===== src/rtl/twl_mem_slave.sv =====
module twl_mem_slave #(
  parameter int ADDR_W  = 8,
  parameter int DATA_W  = 8,
  parameter int PRE_LEN = 8
) (
  input  logic clk,
  input  logic rst_n,
  input  logic cs_n,
  input  logic sd_in,
  output logic sd_out,
  output logic sd_oe
);
  localparam int OP_W    = 2;
  localparam int FRAME_W = OP_W + ADDR_W + DATA_W;
  localparam int DEPTH   = 1 << ADDR_W;
  localparam int CNT_MAX = (FRAME_W > PRE_LEN) ? FRAME_W : PRE_LEN;
  localparam int CNT_W   = $clog2(CNT_MAX + 1);
  localparam logic [CNT_W-1:0] PRE_END   = CNT_W'(PRE_LEN - 1);
  localparam logic [CNT_W-1:0] FRAME_END = CNT_W'(FRAME_W - 1);
  localparam logic [OP_W-1:0]  OP_WRITE  = 2'b00;
  localparam logic [OP_W-1:0]  OP_READ   = 2'b01;

  typedef enum logic [2:0] {
    S_IDLE, S_PRE, S_TA_IN, S_RX, S_TA_OUT, S_TX, S_HOLD
  } state_t;

  state_t             st;
  logic [CNT_W-1:0]   cnt;
  logic [FRAME_W-1:0] sh;
  logic [DATA_W-1:0]  mem [DEPTH];

  wire [FRAME_W-1:0] frame   = {sh[FRAME_W-2:0], sd_in};
  wire [OP_W-1:0]    f_op    = frame[FRAME_W-1 -: OP_W];
  wire [ADDR_W-1:0]  f_addr  = frame[DATA_W +: ADDR_W];
  wire [DATA_W-1:0]  f_data  = frame[DATA_W-1:0];
  wire [ADDR_W-1:0]  rd_addr = sh[DATA_W +: ADDR_W];
  wire               rx_last = (st == S_RX) && (cnt == FRAME_END);
  wire               wr_en   = rx_last && !cs_n && (f_op == OP_WRITE);

  assign sd_oe  = !cs_n && (st == S_PRE || st == S_TX);
  assign sd_out = sd_oe && ((st == S_PRE) ? ~cnt[0] : sh[FRAME_W-1]);

  always_ff @(posedge clk or negedge rst_n) begin
    if (!rst_n) begin
      st  <= S_IDLE;
      cnt <= '0;
      sh  <= '0;
    end else if (cs_n) begin
      st  <= S_IDLE;
      cnt <= '0;
    end else begin
      case (st)
        S_IDLE: begin
          st  <= S_PRE;
          cnt <= '0;
        end
        S_PRE: begin
          if (cnt == PRE_END) begin
            st  <= S_TA_IN;
            cnt <= '0;
          end else begin
            cnt <= cnt + 1'b1;
          end
        end
        S_TA_IN: begin
          st  <= S_RX;
          cnt <= '0;
        end
        S_RX: begin
          sh <= frame;
          if (rx_last) begin
            cnt <= '0;
            st  <= (f_op == OP_READ) ? S_TA_OUT : S_HOLD;
          end else begin
            cnt <= cnt + 1'b1;
          end
        end
        S_TA_OUT: begin
          sh  <= {OP_READ, rd_addr, mem[rd_addr]};
          st  <= S_TX;
          cnt <= '0;
        end
        S_TX: begin
          sh <= {sh[FRAME_W-2:0], 1'b0};
          if (cnt == FRAME_END) begin
            st  <= S_HOLD;
            cnt <= '0;
          end else begin
            cnt <= cnt + 1'b1;
          end
        end
        default: st <= S_HOLD;
      endcase
    end
  end

  always_ff @(posedge clk or negedge rst_n) begin
    if (!rst_n) begin
      for (int i = 0; i < DEPTH; i++) mem[i] <= '0;
    end else if (wr_en) begin
      mem[f_addr] <= f_data;
    end
  end
endmodule


===== config.mk =====
export PLATFORM = sky130hd
export DESIGN_NAME = twl_mem_slave
export DESIGN_NICKNAME = d
export VERILOG_FILES = /design/src/rtl/twl_mem_slave.sv
export SDC_FILE = /design/constraint.sdc
export NUM_CORES = 2
export LEC_CHECK = 0
export BUFFER_PORTS_ARGS = -buffer_cell sky130_fd_sc_hd__buf_2
export CORE_MARGIN = 3
export CORE_UTILIZATION = 60
export CTS_BUF_LIST = sky130_fd_sc_hd__clkbuf_8
export DETAILED_ROUTE_END_ITERATION = 16
export GPL_TIMING_DRIVEN = 0
export PLACE_DENSITY_LB_ADDON = 0.08
export RECOVER_POWER = 50
export SETUP_SLACK_MARGIN = 0.02
export SLEW_MARGIN = 15
export SYNTH_ARGS = -nofsm -noshare
export SYNTH_HDL_FRONTEND = slang
export SYNTH_SLANG_ARGS = --single-unit

===== constraint.sdc =====
create_clock -name clk -period 3.8 [get_ports clk]
set_input_delay 0.19 -clock clk [delete_from_list [all_inputs] [get_ports clk]]
set_output_delay 0.19 -clock clk [all_outputs]
set_load 0.1 [all_outputs]

**Yosys cells after proc, flatten, opt, wreduce, memory -nomap -nowiden**

Index checks and enable logic that the tools add are counted.

- Order comparisons: 3
- Bitwise gates (word level): 5
- Add/sub/neg operators: 1
- Reduce and logical (&&, ||, !) cells: 17
- Equal/unequal tests: 11
- Muxes and demuxes: 19

Operators by type and width:

| cell | number |
|---|---|
| $bwmux 2048 | 1 |
| $bmux 8 s8 | 1 |
| $demux 8 s8 | 1 |
| $pmux 18 s3 | 1 |
| $mux 8 | 3 |
| $mux 5 | 4 |
| $pmux 5 s4 | 1 |
| $ge 9x9->1 const B | 2 |
| $not 8->9 | 2 |
| $pmux 3 s6 | 1 |
| $mux 3 | 4 |
| $lt 9x1->1 const B | 1 |
| $eq 3x2->1 const B | 2 |
| $eq 3x3->1 const B | 2 |
| $logic_and 1x1->1 | 6 |
| $ne 3x3->1 const B | 2 |
| $reduce_and 3->1 | 2 |
| $add 5x1->5 const B | 1 |
| $eq 5x3->1 const B | 1 |
| $eq 5x5->1 const B | 1 |
| $reduce_bool 5->1 | 1 |
| $eq 3x1->1 const B | 1 |
| $logic_not 3->1 | 1 |
| $ne 3x2->1 const B | 1 |
| other kinds (11) | 13 |

- Output and inout bits: 2
- Logic and storage cells: 316
- Register bits after elaboration: 2074
- Bits of input ports: 4

**Longest topological paths before layout**

- Depth in word-level cells: 6
- Gate-level depth with buffers: 13
- Gate-level depth less buffers: 9

**Worst setup path before layout**

No wires, ideal clock.

- Path kind: register to output
- Start point: register st[2]
- End point: output port sd_out
- Arrival: 2965 ps
- Path slack: 645 ps
- Cell stages (with the launch flop): 5
- Buffers on the path: 2
- Required time: 3610 ps
- Path through: dfrtp_1 clkbuf_1 buf_1 a21oi_1 nor3_1

- Word-level cells in the longest chain between the ends: 4
- Elaborated cells between the ends (all ways): 6
- Those cells by class: 2 x eq/ne; 1 x mux; 3 x reduce/logical

Ends and longest elaborated chain:

| item | RTL line | text |
|---|---|---|
| start: declaration | 27 | `state_t st;` |
| start signal: assignment | 73 | `st <= (f_op == OP_READ) ? S_TA_OUT : S_HOLD;` |
| $eq 3x1->1 / $eq 3x3->1 (equally long branches) | 40, 41 |  |
| $logic_or 1x1->1 | 40 | `assign sd_oe = !cs_n && (st == S_PRE \|\| st == S_TX);` |
| $logic_and 1x1->1 | 40 |  |
| $logic_and 1x1->1 * | 41 | `assign sd_out = sd_oe && ((st == S_PRE) ? ~cnt[0] : sh[FRAME_W-1]);` |
| end: declaration | 10 | `output logic sd_out,` |

Every way passes the cells marked *; elsewhere a longest branch is shown, timed or not.

**Worst setup path in the final report**

- Start point: register sh[10]
- End point: register sh[2]

- Word-level cells in the longest chain between the ends: 5

Ends and longest elaborated chain:

| item | RTL line | text |
|---|---|---|
| start: declaration | 29 | `logic [FRAME_W-1:0] sh;` |
| start signal: assignment | 70 | `sh <= frame;` |
| start signal: assignment | 79 | `sh <= {OP_READ, rd_addr, mem[rd_addr]};` |
| start signal: assignment | 84 | `sh <= {sh[FRAME_W-2:0], 1'b0};` |
| $not 8->9 (implied by the code) | 79 |  |
| $bmux 8 s8 | 79 |  |
| $mux 8 (implied by the code) (2 in a row) | 79 |  |
| $pmux 18 s3 | 52 | `case (st)` |

No other way between the ends. The select of a mux whose other input is x is not followed.
A chain may end at the register's enable or synchronous reset.

==> results by group <==
Status
  – Status: finished, violations left
  – Failing checks: max-capacitance violations, max-slew violations, negative setup slack

Clocking
  – Clock slew at reported path FFs: 70 ps
  – CTS Root Cell: clkbuf_8
  – CTS max path bufs: 4
  – Htree depth: 5
  – Clock latency on the worst-skew pair: 1100 ps
  – CTS buffer count: 357
  – Count of clock tree sinks: 2,074
  – CTS tree: done

Hold path
  – Hold Path Class: in -> async

Final layout
  – Post-layout util: 0.6956
  – Nets@finish: 6,622
  – Fraction of layout cells with a size suffix above 1: 0.5421
  – Area grow syn2layout: 14.32%

Timing
  – Final Setup Violations: 390
  – Worst slew margin: -0.2310
  – Slew @ Worst Pin: 1847 ps
  – Layout Skew: 52.90 ps
  – Final period utilization: 1.104
  – Final worst slack: -395.6 ps
  – Hold Vio Cnt, Final: 0
  – Fmax: 0.2383 GHz
  – RSZ-0062 raised after global routing: true
  – Count of pins over their slew limit: 364
  – Period minus WS final: 4196 ps

Detailed routing
  – DR WL/cell: 45.55 µm
  – Top sig layer: met5
  – 1st-iter DRT viols: 9,041
  – Pre-antenna DRT Iters: 6
  – Post-route ant nets: 0
  – Vias: 65,550
  – Routed metal-1 wire length: 145,500 µm
  – DR WL met2: 162,300 µm
  – DRC: 0
  – Avg Vias per Cell: 7.328
  – Metal3 WL: 61,110 µm
  – WL final: 407,500 µm

Synth
  – Syn avg cell area: 15.62 µm²
  – Count leader, synth: dfrtp_1
  – Top post-synthesis cells by count: 2,074 x dfrtp_1, 2,039 x mux2_2, 501 x mux4_2
  – Post-synthesis compound-gate area fraction: 0.02226
  – Seq cells post-synth: 2,074
  – Synth Instances: 6,127
  – Yosys cell types: 69
  – Simple-gate share of the synthesized area: 0.03922
  – Synth area leader: dfrtp_1
  – Net count after synthesis: 6,133
  – Top FF cell, synth: dfrtp_1
  – YS warnings: 0
  – Largest family of logic cells by synthesized area: multiplexers
  – Synth Area in Adders: 0.0002615
  – Post-synth EDFFs: 0
  – Post-synthesis xor/xnor area fraction: 0.0002745
  – Mux cell area share after synthesis: 0.3744
  – Ys async rst share: 1.000
  – Mapped Area: 95,710 µm²
  – Sequential area share after synthesis: 0.5423
  – Largest cells by area after synthesis: dfrtp_1 54%, mux2_2 24%, mux4_2 12%, nor2_4 1.5%, clkbuf_1 1.3%
  – Yosys top cell area share: 0.5423

Place
  – Routability congestion estimate: 1.056
  – Pre-CTS WS: -2452 ps
  – Count of input and output buffers: 4
  – Detail Placement HPWL: 276,200 µm

Global route
  – Vias in the first global route: 63,630
  – Global route total overflow: 0
  – Global-route wire length before repair: 546,100 µm
  – GR Util All Layers: 0.5010
  – Antenna violations before repair: 29
  – Largest net degree at the start of global routing: 150

Critical path
  – Req. time, crit path: 4760 ps
  – Critical path arrival: 5160 ps
  – Worst r2r src: sh[10]
  – Critical path type: reg -> reg
  – Crit path cell chain: clkbuf_8 -> buf_4 -> clkbuf_2 -> buf_12 -> mux4_2 -> nor2_2 -> o21ai_0 -> a22oi_2 -> o211ai_1 -> a221o_1
  – CP bufs+invs: 4
  – CP max stage cell: dfrtp_1
  – R2r endpoint: sh[2]
  – Critical Path Max Stage Delay: 490 ps
  – R2r setup slk: -400 ps
  – Crit start category: flop
  – Worst Setup End Kind: flop
  – Max FO, Critical Path: 10
  – Top Family by Delay on Critical Path: buffers and inverters
  – Reg2Reg Depth: 10

Floorplanning
  – Cell Rows: 145
  – Die W: 405.4 µm
  – Core Footprint: 157,300 µm²
  – Starting Density: 0.6084
  – Die Y-Extent: 405.4 µm
  – I/O Pins: 6
  – Full die area: 164,300 µm²

Power
  – Max IR drop VDD: 0.4782 mV
  – Pwr Density: 392.4 nW/µm²
  – Leakage power: 51.26 nW

Flow run
  – Max_cap viols: 3
[through the flow]
step / power, mW / hold slack, ps / cell area, µm² / setup TNS (ps) / std cells
2_1_floorplan: 22.65 / -105.6 / 95710 / 0 / 6127
6_report: 42.93 / 58.61 / 109400 / -24660 / 8945
3_5_place_dp: 23.28 / 7.299 / 100000 / -1926630 / 8259
4_1_cts: 42.84 / 6.567 / 108700 / -1854 / 8872
3_3_place_gp: 23.26 / 462.2 / 98300 / - / 8189
5_1_grt: 43.83 / 74.44 / 109300 / -61850 / 8913
[cell families (layout without fill, tap and decap cells)]
kind of cell,after synthesis,count (layout)
xor gates and xnor gates,3,3
and+or+nand+nor,574,574
DFF,2074,2074
other,0,36
buffers and inverters,473,1197
AOI/OAI and AO/OA,306,306
adders and majority gates,2,2
muxes,2695,2695
[worst max-delay path by stage]
stage               slack [ps]    from  endpoint  cells after the start
floorplan                  640   st[2]    sd_out                      4
global placement        -42840   rst_n  mem[964]                      1
detailed placement       -2450   sh[9]     sh[2]                     10
CTS                       -140   sh[8]     sh[2]                     11
global route              -200   sh[9]     sh[2]                     12
finish                    -400  sh[10]     sh[2]                     10
[where the power goes]
group | internal [mW] | switching, mW | leakage [nW]
Combinational | 0.117 | 0.666 | 18.3
Clock | 10.6 | 9.45 | 3.96
Sequential | 22.1 | 0.00594 | 29.0
Total | 32.8 | 10.1 | 51.3
[cells in the final DEF, fill, tap and decap left out, types with 31 or more instances in the layout]
cell type  count
a21oi_1       36
buf_12        81
buf_16        35
buf_4         53
buf_6         41
clkbuf_1     243
clkbuf_2      56
clkbuf_8     450
dfrtp_1     2074
diode_2       36
inv_1        126
mux2_1        31
mux2_2      2039
mux2i_1      105
mux4_2       501
nand2_1       92
nor2_1        68
nor2_2        85
nor2_4       172
o21ai_0       44
o221ai_1      31
o22ai_1       43
[per-layer routing]
layer | vias to the layer above | global-route usage
li1 | 23990 | -
met1 | 34920 | 0.6435
met2 | 5176 | 0.6497
met3 | 1457 | 0.2349
met4 | 10 | 0.3937
met5 | - | 0
[worst register-to-register path, stage by stage, from the launching register on]
cell and delay, ps:
dfrtp_1 490, clkbuf_8 350, buf_4 450, clkbuf_2 540, buf_12 260, mux4_2 370
nor2_2 260, o21ai_0 160, a22oi_2 320, o211ai_1 440, a221o_1 430
[state kept, by name (all words and copies together) (netlist names)]
| name | flops |
|---|---|
| st | 3 |
| cnt | 5 |
| mem | 2048 |
| sh | 18 |
[area by class of cell]
| type | instances | area (µm²) |
|---|---|---|
| well taps | 2058 | 2575 |
| multi-input cells | 3580 | 42600 |
| clock inverters | 155 | 739.5 |
| flip-flops and latches | 2074 | 51900 |
| plain buffers | 467 | 3238 |
| diodes | 36 | 90.09 |
| inverters | 5 | 23.77 |
| clock buffers | 439 | 6042 |
| repair buffers | 131 | 2202 |
| fillers | 10850 | 47880 |
[timing repair]
action / 4_1_cts / 5_1_grt
hold buffers: 4 / 0
buffers inserted: 16 / 37
setup endpoints to repair: 2060 / 1251
pin swaps: 14 / 22
resized for setup: 423 / 72
endpoints found under the hold margin: 852 / 0
(Power assumes the default switching activity.)
